File: src/rtl/mtu_pkg.sv
package mtu_pkg;
  localparam int MAX_CH       = 3;
  localparam int WORD_OCTL    = 0;
  localparam int WORD_START   = 1;
  localparam int WORD_CH_BASE = 2;
  localparam int REGS_PER_CH  = 3;
  localparam int SEL_W        = 3;
  localparam int IE_BIT       = 5;
  localparam int FLAG_BIT     = 8;

  typedef enum logic [1:0] {
    CR_RELOAD = 2'd0,
    CR_COUNT  = 2'd1,
    CR_CTRL   = 2'd2,
    CR_NONE   = 2'd3
  } ch_reg_e;
endpackage

File: src/rtl/mtu_prescale.sv
module mtu_prescale #(
  parameter int NUM_DIV = 5
) (
  input  logic               clk,
  input  logic               rst,
  output logic [NUM_DIV-1:0] ticks
);
  localparam int PRE_W = 2 * NUM_DIV;

  logic [PRE_W-1:0] pre_q;

  always_ff @(posedge clk) begin
    if (rst) pre_q <= '0;
    else     pre_q <= pre_q + 1'b1;
  end

  for (genvar k = 0; k < NUM_DIV; k++) begin : g_tap
    assign ticks[k] = &pre_q[2*k+1:0];
  end

  // a slower tap only fires together with the fastest one
  assert_tick_nest_R4: assert property (@(posedge clk) disable iff (rst)
    ticks[NUM_DIV-1] |-> ticks[0]);
  // the fastest tap never fires on two edges in a row
  assert_tick_gap_R4: assert property (@(posedge clk) disable iff (rst)
    ticks[0] |=> !ticks[0]);
endmodule

File: src/rtl/mtu_decode.sv
module mtu_decode
  import mtu_pkg::*;
#(
  parameter int ADDR_W   = 8,
  parameter int NUM_CH   = 3,
  parameter bit HAS_OCTL = 1'b1
) (
  input  logic [ADDR_W-1:0] addr,
  output logic              hit_octl,
  output logic              hit_start,
  output logic [NUM_CH-1:0] ch_hit,
  output ch_reg_e           ch_reg,
  output logic              valid
);
  localparam int WORD_W = ADDR_W - 2;

  logic [WORD_W-1:0] word;
  assign word = addr[ADDR_W-1:2];

  always_comb begin
    hit_octl  = HAS_OCTL && (int'(word) == WORD_OCTL);
    hit_start = (int'(word) == WORD_START);
    ch_hit    = '0;
    ch_reg    = CR_NONE;
    for (int k = 0; k < NUM_CH; k++) begin
      if (int'(word) >= WORD_CH_BASE + REGS_PER_CH * k &&
          int'(word) <  WORD_CH_BASE + REGS_PER_CH * (k + 1)) begin
        ch_hit[k] = 1'b1;
        ch_reg    = ch_reg_e'(2'(int'(word) - WORD_CH_BASE - REGS_PER_CH * k));
      end
    end
    valid = hit_octl | hit_start | (|ch_hit);
  end
endmodule

File: src/rtl/mtu_channel.sv
module mtu_channel
  import mtu_pkg::*;
#(
  parameter int DATA_W  = 32,
  parameter int CNT_W   = 32,
  parameter int NUM_DIV = 5
) (
  input  logic               clk,
  input  logic               rst,
  input  logic               run,
  input  logic [NUM_DIV-1:0] ticks,
  input  logic               wr_en,
  input  ch_reg_e            reg_sel,
  input  logic [DATA_W-1:0]  wdata,
  output logic [DATA_W-1:0]  rd_val,
  output logic               irq
);
  logic [CNT_W-1:0] reload_q, cnt_q;
  logic [SEL_W-1:0] sel_q;
  logic             ie_q, flag_q;
  logic             wr_reload, wr_cnt, wr_ctrl, tick, step, underflow;
  int               sel_idx;

  assign wr_reload = wr_en && (reg_sel == CR_RELOAD);
  assign wr_cnt    = wr_en && (reg_sel == CR_COUNT);
  assign wr_ctrl   = wr_en && (reg_sel == CR_CTRL);

  always_comb begin
    sel_idx = (int'(sel_q) >= NUM_DIV) ? NUM_DIV - 1 : int'(sel_q);
    tick    = ticks[sel_idx];
  end

  assign step      = run && tick;
  assign underflow = step && (cnt_q == '0) && !wr_cnt;

  always_ff @(posedge clk) begin
    if (rst) begin
      reload_q <= '1;
      cnt_q    <= '1;
      sel_q    <= '0;
      ie_q     <= 1'b0;
      flag_q   <= 1'b0;
      irq      <= 1'b0;
    end else begin
      irq <= flag_q & ie_q;
      if (wr_reload) reload_q <= wdata[CNT_W-1:0];
      if (wr_cnt)         cnt_q <= wdata[CNT_W-1:0];
      else if (underflow) cnt_q <= reload_q;
      else if (step)      cnt_q <= cnt_q - 1'b1;
      if (wr_ctrl) begin
        sel_q <= wdata[SEL_W-1:0];
        ie_q  <= wdata[IE_BIT];
      end
      flag_q <= underflow | (wr_ctrl ? (flag_q & wdata[FLAG_BIT]) : flag_q);
    end
  end

  always_comb begin
    rd_val = '0;
    case (reg_sel)
      CR_RELOAD: rd_val[CNT_W-1:0] = reload_q;
      CR_COUNT:  rd_val[CNT_W-1:0] = cnt_q;
      CR_CTRL: begin
        rd_val[SEL_W-1:0] = sel_q;
        rd_val[IE_BIT]    = ie_q;
        rd_val[FLAG_BIT]  = flag_q;
      end
      default:   rd_val = '0;
    endcase
  end

  // a paused channel with no count write keeps its count
  assert_hold_paused_R5: assert property (@(posedge clk) disable iff (rst)
    (!run && !wr_cnt) |=> $stable(cnt_q));
  // passing zero loads the reload value
  assert_reload_on_zero_R4: assert property (@(posedge clk) disable iff (rst)
    (run && tick && cnt_q == '0 && !wr_cnt) |=> (cnt_q == $past(reload_q)));
  // underflow beats a clearing control write
  assert_flag_wins_R6: assert property (@(posedge clk) disable iff (rst)
    (run && tick && cnt_q == '0 && !wr_cnt) |=> flag_q);
  // the flag only rises while running
  assert_flag_source_R7: assert property (@(posedge clk) disable iff (rst)
    $rose(flag_q) |-> $past(run));
  // no interrupt unless it was enabled
  assert_irq_gate_R7: assert property (@(posedge clk) disable iff (rst)
    irq |-> $past(ie_q));
endmodule

File: src/rtl/multi_timer_unit.sv
module multi_timer_unit
  import mtu_pkg::*;
#(
  parameter int ADDR_W   = 8,
  parameter int DATA_W   = 32,
  parameter int CNT_W    = 32,
  parameter int NUM_DIV  = 5,
  parameter bit THREE_CH = 1'b1,
  parameter bit HAS_OCTL = 1'b1
) (
  input  logic              clk,
  input  logic              rst,
  input  logic              bus_wr,
  input  logic              bus_rd,
  input  logic [ADDR_W-1:0] bus_addr,
  input  logic [DATA_W-1:0] bus_wdata,
  output logic [DATA_W-1:0] bus_rdata,
  output logic              bus_err,
  output logic [MAX_CH-1:0] timer_irq
);
  localparam int NUM_CH = THREE_CH ? 3 : 2;
  localparam logic [MAX_CH-1:0] START_MASK = MAX_CH'((1 << NUM_CH) - 1);

  logic               hit_octl, hit_start, dec_valid;
  logic [NUM_CH-1:0]  ch_hit, ch_irq, start_q;
  ch_reg_e            ch_reg;
  logic [NUM_DIV-1:0] ticks;
  logic [DATA_W-1:0]  ch_rd [NUM_CH];
  logic [DATA_W-1:0]  rd_mux;
  logic               octl_q, access, bad_start;

  mtu_prescale #(.NUM_DIV(NUM_DIV)) u_pre (
    .clk(clk), .rst(rst), .ticks(ticks)
  );

  mtu_decode #(.ADDR_W(ADDR_W), .NUM_CH(NUM_CH), .HAS_OCTL(HAS_OCTL)) u_dec (
    .addr(bus_addr), .hit_octl(hit_octl), .hit_start(hit_start),
    .ch_hit(ch_hit), .ch_reg(ch_reg), .valid(dec_valid)
  );

  for (genvar k = 0; k < NUM_CH; k++) begin : g_ch
    mtu_channel #(.DATA_W(DATA_W), .CNT_W(CNT_W), .NUM_DIV(NUM_DIV)) u_ch (
      .clk(clk), .rst(rst), .run(start_q[k]), .ticks(ticks),
      .wr_en(bus_wr && ch_hit[k]), .reg_sel(ch_reg), .wdata(bus_wdata),
      .rd_val(ch_rd[k]), .irq(ch_irq[k])
    );
  end

  for (genvar k = 0; k < MAX_CH; k++) begin : g_irq
    if (k < NUM_CH) begin : g_on
      assign timer_irq[k] = ch_irq[k];
    end else begin : g_off
      assign timer_irq[k] = 1'b0;
    end
  end

  assign access    = bus_wr | bus_rd;
  assign bad_start = bus_wr && hit_start && (|(bus_wdata[MAX_CH-1:0] & ~START_MASK));

  always_comb begin
    rd_mux = '0;
    if (hit_octl)  rd_mux[0] = octl_q;
    if (hit_start) rd_mux[NUM_CH-1:0] = start_q;
    for (int k = 0; k < NUM_CH; k++)
      if (ch_hit[k]) rd_mux = ch_rd[k];
  end

  always_ff @(posedge clk) begin
    if (rst) begin
      start_q   <= '0;
      octl_q    <= 1'b0;
      bus_rdata <= '0;
      bus_err   <= 1'b0;
    end else begin
      if (bus_wr && hit_start) start_q <= bus_wdata[NUM_CH-1:0];
      if (bus_wr && hit_octl)  octl_q  <= bus_wdata[0];
      if (bus_rd)              bus_rdata <= rd_mux;
      bus_err <= (access && !dec_valid) || bad_start;
    end
  end

  // an error pulse always follows an access
  assert_err_after_access_R8: assert property (@(posedge clk) disable iff (rst)
    bus_err |-> $past(bus_wr || bus_rd));
  // starting a missing channel is reported
  assert_start_missing_R8: assert property (@(posedge clk) disable iff (rst)
    (bus_wr && bus_addr[ADDR_W-1:2] == (ADDR_W-2)'(WORD_START) && !THREE_CH && bus_wdata[2])
      |=> bus_err);
  // read data only changes after a read
  assert_rdata_hold_R10: assert property (@(posedge clk) disable iff (rst)
    !bus_rd |=> $stable(bus_rdata));
  // start register changes only on a start write
  assert_start_hold_R3: assert property (@(posedge clk) disable iff (rst)
    !(bus_wr && hit_start) |=> $stable(start_q));
endmodule

File: config.mk
export PLATFORM = sky130hd
export DESIGN_NAME = multi_timer_unit
export DESIGN_NICKNAME = d
export VERILOG_FILES = /design/src/rtl/mtu_pkg.sv /design/src/rtl/mtu_prescale.sv /design/src/rtl/mtu_decode.sv /design/src/rtl/mtu_channel.sv /design/src/rtl/multi_timer_unit.sv
export SDC_FILE = /design/constraint.sdc
export NUM_CORES = 1
export LEC_CHECK = 0
export ABC_CLOCK_PERIOD_IN_PS = 8900
export BUFFER_PORTS_ARGS = -buffer_cell sky130_fd_sc_hd__buf_4
export CAP_MARGIN = 20
export CELL_PAD_IN_SITES_DETAIL_PLACEMENT = 1
export CELL_PAD_IN_SITES_GLOBAL_PLACEMENT = 1
export CORE_AREA = 4 4 180 182
export DETAILED_ROUTE_END_ITERATION = 8
export DIE_AREA = 0 0 184 186
export PLACE_DENSITY = 0.84
export REMOVE_ABC_BUFFERS = 1
export SLEW_MARGIN = 20
export SYNTH_ARGS = -nofsm -noshare
export SYNTH_HDL_FRONTEND = slang
export SYNTH_HIERARCHICAL = 1
export SYNTH_SLANG_ARGS = --single-unit
File: constraint.sdc
create_clock -name clk -period 8.9 [get_ports clk]
set_input_delay 0.89 -clock clk [delete_from_list [all_inputs] [get_ports clk]]
set_output_delay 0.89 -clock clk [all_outputs]
set_load 0.02 [all_outputs]
Word-level counts from Yosys, hierarchy flattened
Cells that the tools add are included.

word-level totals
  bits in registers = 257
  bits of input ports = 44
  output and inout bits = 36
  logic and storage cells = 155

cells by class
  add/sub/neg operators = 7
  $lt $le $gt $ge = 12
  equal/unequal tests = 3
  muxes and demuxes = 53
  bitwise operators = 12
  reduce and logical (&&, ||, !) cells = 45

operator list
  operator                                                      count
  2-to-1 mux 32 bit                                             12
  case mux 23 bit (2 select lines)                              3
  zero test 32 bit                                              3
  less-than comparator 32 x 5 -> 1 bit (second input constant)  3
  subtractor 32 x 1 -> 32 bit (second input constant)           3
  logical AND 1 bit                                             27
  case mux 3 bit (3 select lines)                               3
  case mux 2 bit (2 select lines)                               6
  case mux 1 bit (3 select lines)                               6
  2-to-1 mux 1 bit                                              13
  less-than comparator 6 x 4 -> 1 bit (second input constant)   2
  2-to-1 mux 3 bit                                              4
  adder 10 x 1 -> 10 bit (second input constant)                1
  AND reduction 10 bit                                          1
  binary-select mux 1 bit (select 3 bit)                        3
  >= comparator 3 bit (second input constant)                   3
  nonzero test 3 bit                                            3
  AND reduction 8 bit                                           1
  AND 1 bit                                                     6
  equality test 6 x 2 -> 1 bit (second input constant)          1
  >= comparator 6 x 2 -> 1 bit (second input constant)          1
  >= comparator 6 x 3 -> 1 bit (second input constant)          1
  >= comparator 6 x 4 -> 1 bit (second input constant)          1
  zero test 6 bit                                               1
  other kinds (13)                                              24

Longest topological paths before layout
  depth in word-level cells = 11
  mapped depth = 15
  mapped depth without buffers = 12

Cells and area by module
Netlist, hierarchy kept.

modules (own cells, without submodules)
  module            instances  cells each  area each (um2)  seq. area each (um2)
  mtu_channel       3          504         4,266.6          1,401.3
  multi_timer_unit  1          226         2,396.0          740.7
  mtu_prescale      1          48          445.4            200.2
  mtu_decode        1          26          201.4            0.0

Worst setup path before layout
Ideal clock, no wire load.

  kind = input -> register
  start point = in bus_addr[6]
  end point = reg g_ch[0].u_ch.cnt_q[28]
  library setup time = 0.136 ns
  arrival time = 3.672 ns
  required time = 8.764 ns
  setup slack = 5.092 ns
  stages = 12
  path buffers = 3
  cells stage by stage = or3_4 > a211oi_2 > a211o_2 > o21ai_2 > clkbuf_1 > and3b_1 > clkbuf_1 > nor4b_2 > nand3_1 > buf_2 > o211ai_1 > nand3_1

between the ends
  elaborated cells between the ends (all ways) = 21
  classes of those cells = order compare: 6; eq/ne: 1; mux: 6; reduce/logical: 8

RTL lines
  what                                                                                 RTL line                            source
  start, declared                                                                      multi_timer_unit.sv:15              input logic [ADDR_W-1:0] bus_addr,
  >= comparator 6 x 2 -> 1 bit or less-than comparator 6 x 3 -> 1 bit (tied branches)  mtu_decode.sv:26, mtu_decode.sv:27
  logical AND 1 bit (*)                                                                mtu_decode.sv:26                    if (int'(word) >= WORD_CH_BASE + REGS_PER_CH * k &&
  2-to-1 mux 1 bit (*)                                                                 mtu_decode.sv:26
  via ch_hit[0]                                                                        multi_timer_unit.sv:25              logic [NUM_CH-1:0] ch_hit, ch_irq, start_q;
  logical AND 1 bit (*)                                                                multi_timer_unit.sv:44              .wr_en(bus_wr && ch_hit[k]), .reg_sel(ch_reg), .wdata(bus_wdata),
  logical AND 1 bit (*)                                                                mtu_channel.sv:25                   assign wr_cnt = wr_en && (reg_sel == CR_COUNT);
  zero test 1 bit                                                                      mtu_channel.sv:34                   assign underflow = step && (cnt_q == '0) && !wr_cnt;
  logical AND 1 bit                                                                    mtu_channel.sv:34
  2-to-1 mux 32 bit                                                                    mtu_channel.sv:48                   else if (underflow) cnt_q <= reload_q;
  2-to-1 mux 32 bit                                                                    mtu_channel.sv:47                   if (wr_cnt) cnt_q <= wdata[CNT_W-1:0];
  end signal, assigned                                                                 mtu_channel.sv:47
  end signal, assigned                                                                 mtu_channel.sv:48
  end signal, assigned                                                                 mtu_channel.sv:49                   else if (step) cnt_q <= cnt_q - 1'b1;
  end, declared                                                                        mtu_channel.sv:18                   logic [CNT_W-1:0] reload_q, cnt_q;

The timed path passes the listed nets; every way through them passes the cells marked *.
A chain may end at the register's enable or synchronous reset.

Final worst setup path
  start point = in bus_addr[2]
  end point = reg g_ch[2].u_ch.cnt_q[20]

between the ends
  longest elaborated chain between the ends = 11
  elaborated cells between the ends (all ways) = 24
  classes of those cells = add/sub: 3; order compare: 6; eq/ne: 1; mux: 6; reduce/logical: 8

RTL lines
  what                                                                                 RTL line                            source
  >= comparator 6 x 2 -> 1 bit or less-than comparator 6 x 3 -> 1 bit (tied branches)  mtu_decode.sv:26, mtu_decode.sv:27
  logical AND 1 bit                                                                    mtu_decode.sv:26
  2-to-1 mux 2 bit (2 in a row)                                                        mtu_decode.sv:26
  2-to-1 mux 2 bit (*)                                                                 mtu_decode.sv:26
  via ch_reg[0]                                                                        multi_timer_unit.sv:26              ch_reg_e ch_reg;
  equality test 2 x 1 -> 1 bit (*)                                                     mtu_channel.sv:25
  logical AND 1 bit (*)                                                                mtu_channel.sv:25
  zero test 1 bit                                                                      mtu_channel.sv:34
  logical AND 1 bit                                                                    mtu_channel.sv:34
  2-to-1 mux 32 bit                                                                    mtu_channel.sv:48
  2-to-1 mux 32 bit                                                                    mtu_channel.sv:47
  end signal, assigned                                                                 mtu_channel.sv:47
  end signal, assigned                                                                 mtu_channel.sv:48
  end signal, assigned                                                                 mtu_channel.sv:49
  end, declared                                                                        mtu_channel.sv:18

Marks and branches as above.

==> impl_results.md <==
* Status: finished clean
* Detailed Routing Iterations Pass 1 at 5
* Die area at between 30,000 and 40,000 um^2
* CP required at just over 9000 ps
* Nature of the critical path endpoint: flop
* Worst clock skew at approximately 18 ps
* # DRC at 0
* Sinks on Clock Net at 257
* Synthesized area at between 15,000 and 20,000 um^2
* H-tree Lvls at 1
* Worst Path Max Fanout at 57
* Tot Pwr at about 2700 uW
* Initial core utilization at approximately half
* Min-delay worst type: flop to flop
* Crit Path Class: input pin to flop
* Hold WS at between 400 and 500 ps
* GRT Total Usage at a little over 30%
* Pin count of the biggest net entering global routing at about 140
* Crit path max-delay family: buffers and inverters
* Worst-margin pin slew at between 1000 and 1500 ps
* CTS buffer count at 30
* IO Port Bufs at between 70 and 80
* Crit-path cells: buf_4 > inv_1 > ha_1 > inv_1 > o21ai_0 > nor2_4 > buf_4 > o21ai_4 > buf_4 > and3b_1 > buf_4 > nor4b_2 > nand3_1 > buf_4 > mux2i_1 > o21ai_0
* Critical path data arrival time at 5470 ps
* Setup_tns at 0 ps
* DP HPWL at 36.2 mm
* Peak Freq at 198 MHz
* Aggregate global routing overflow at 0
* Routed len/inst at 25.2 um
* Max-cap violations at 0
* Die width at 184 um
* Final net count at around 1,800
* Async set or reset register ratio after synthesis at 0%
* Core box area at between 30,000 and 40,000 um^2
* Postcts setup bufs at 0
* Final WL at approximately 55 mm
* Clk buf depth at 3
* Drt first-iter violations at between 1,000 and 1,500
* Crit-path slowest cell: buf_4
* Syn-to-layout area delta at 8.80%
* Clock latency at the later pin of the worst-skew pair at roughly 570 ps
* Vias in the first global route at 15,126
* Crit path top cell by count: buf_4
* Final period util at between 50% and 60%
* First-pass GRT wire length at around 86 mm
* Post-synth EDFFs at 0
* Vias/cell at roughly 6.9
* Placer Congestion at a little over 0.9
* Post-DRT Antenna Nets at 0
* CTS tree: built
* Worst path max stage delay at 790 ps
* Mapped Cells at about 1,800
* Share of the synthesized area in the top cell type at 32.5%
* Pleak at 0.00601 uW
* Pwr Density at between 150 and 200 nW/um^2
* Yosys cell types at 85
* Fill count at ~3,600
* #FFs+latches synth at 257
* Syn Area/Cell at just under 9 um^2
* Post-synthesis sequential area ratio at between 30% and 40%
* Antenna violations before repair at 0
* Via Count at roughly 15,000
* # IOs at 80
* Setup violations, final at 0
* Ant. Diodes at 0
* Synth area leader: dfxtp_1
* Buf/Inv on CP at 7
* Most frequent cells after synthesis: dfxtp_1, nor2_1, mux2i_1
* Max_slew headroom at between 20% and 30%
* Clock Pin Slew Worst Setup and Hold Paths at 60 ps
* Maximum vdd drop at 0.161 mV
* Minimum clock period at 5040 ps
* Final Hold Viols at 0
* Die H at ~190 um
* Final Slew Violations at 0
* Post_cts resized at 0
* Area contributors post-synth: dfxtp_1, mux2i_1, a211o_1, a221oi_1, nor2b_1
* Ys flop type: dfxtp_1
* Top-count cell post-synth: dfxtp_1
* CP Launch Type: input pin
* RSZ-0062 raised after global routing: false
* Share of cells above drive strength 1 at 14.3%
* Ys Warns at 6
* Hold buffers post-CTS at 0
* Root buffer cell: clkbuf_16
* Row count at 64
==> sequential cells by signal (all words and copies together) (netlist names) <==
signal              flops
start_q                 3
g_ch.u_ch/flag_q        3
g_ch.u_ch/reload_q     96
bus_rdata              32
bus_err                 1
g_ch.u_ch/sel_q         9
octl_q                  1
g_ch.u_ch/cnt_q        96
u_pre/pre_q            10
g_ch.u_ch/ie_q          3
g_ch.u_ch/irq           3
==> kinds of logic (layout without fill, tap and decap cells) <==
kind of cell / after synthesis / count (layout) / synth area share (%)
AO/OA/AOI/OAI: 534 / 534 / 26.9
XOR/XNOR: 42 / 42 / 2.32
adder cells (fa/ha/maj): 9 / 9 / 0.711
buffers and inverters: 198 / 175 / 6.56
flip-flops: 257 / 257 / 32.5
multiplexers: 119 / 119 / 7.53
AND/OR/NAND/NOR: 653 / 653 / 23.5
==> stage by stage <==
step	std cells	setup WS, ps	util [%]	area (um^2)
floorplan	1631	-1170	-	14900
global placement	2129	3270	52.9	16200
detailed placement	2130	3360	53.0	16200
CTS	2185	3940	56.3	17200
global route	2185	3650	56.3	17200
finish	2185	3860	56.3	17200
==> worst register-to-register path, delay by kind of cell, from the launching register on <==
family          cells  cell delay (ps)
simple gates        2             1720
compound gates      3             1340
flops               1              380
fa+ha+maj           1              370
buf+inv             2              180
==> power breakdown <==
part	switching [uW]	total (uW)	internal (uW)	leakage, uW
sequential	6.09	1160	1160	0.00208
clock	510	1310	799	0.000515
combinational	131	192	60.6	0.00342
==> layout by cell type, fill, tap and decap left out, types with 10 or more instances in the layout <==
| cell | instances |
|---|---|
| clkbuf_16 | 31 |
| nor2_1 | 167 |
| o31ai_1 | 11 |
| nor3_1 | 41 |
| xor2_1 | 22 |
| nand3_1 | 35 |
| o21a_1 | 12 |
| o211ai_1 | 33 |
| inv_1 | 16 |
| a211oi_1 | 18 |
| or3_1 | 18 |
| o21ai_0 | 88 |
| o31a_1 | 15 |
| xnor2_1 | 20 |
| or4_1 | 24 |
| a221oi_1 | 81 |
| nand3b_1 | 10 |
| a31oi_1 | 10 |
| nor2b_1 | 107 |
| nand2b_1 | 31 |
| dfxtp_1 | 257 |
| a211o_1 | 96 |
| nor4_1 | 38 |
| mux2i_1 | 118 |
| a221oi_2 | 20 |
| a21oi_1 | 42 |
| o21ai_1 | 24 |
| nand4_1 | 28 |
| o32ai_2 | 20 |
| nand2_1 | 67 |
| buf_4 | 101 |
==> path summary, 6_finish.rpt <==
check        cells after the start                     end               from  slack, ps
max                             16  g_ch[2].u_ch/cnt_q[20]        bus_addr[2]       3860
min                              2        g_ch[1].u_ch/irq  g_ch[1].u_ch/ie_q        460
max reg2reg                      8  g_ch[0].u_ch/cnt_q[14]     u_pre/pre_q[0]       4820
min reg2reg                      2        g_ch[1].u_ch/irq  g_ch[1].u_ch/ie_q        460
==> layer usage <==
metal / track usage (%) / vias to the layer above / routed length [um]
li1: - / 6787 / -
met1: 42.2 / 7653 / 23700
met2: 52.7 / 564 / 26200
met3: 3.36 / 112 / 3810
met4: 8.46 / 0 / 1350
met5: 0 / - / 0
==> layout make-up <==
class / count / area (um^2) / share of cell area [%]
Clock buffer: 45 / 888 / 5.15
Clock inverter: 10 / 150 / 0.871
Inverter: 17 / 63.8 / 0.370
Multi-Input combinational cell: 1357 / 9710 / 56.3
Sequential cell: 257 / 5140 / 29.8
Tap cell: 396 / 495 / 2.87
Timing Repair Buffer: 103 / 787 / 4.57
Note: power is estimated with default switching activity, not from simulation.
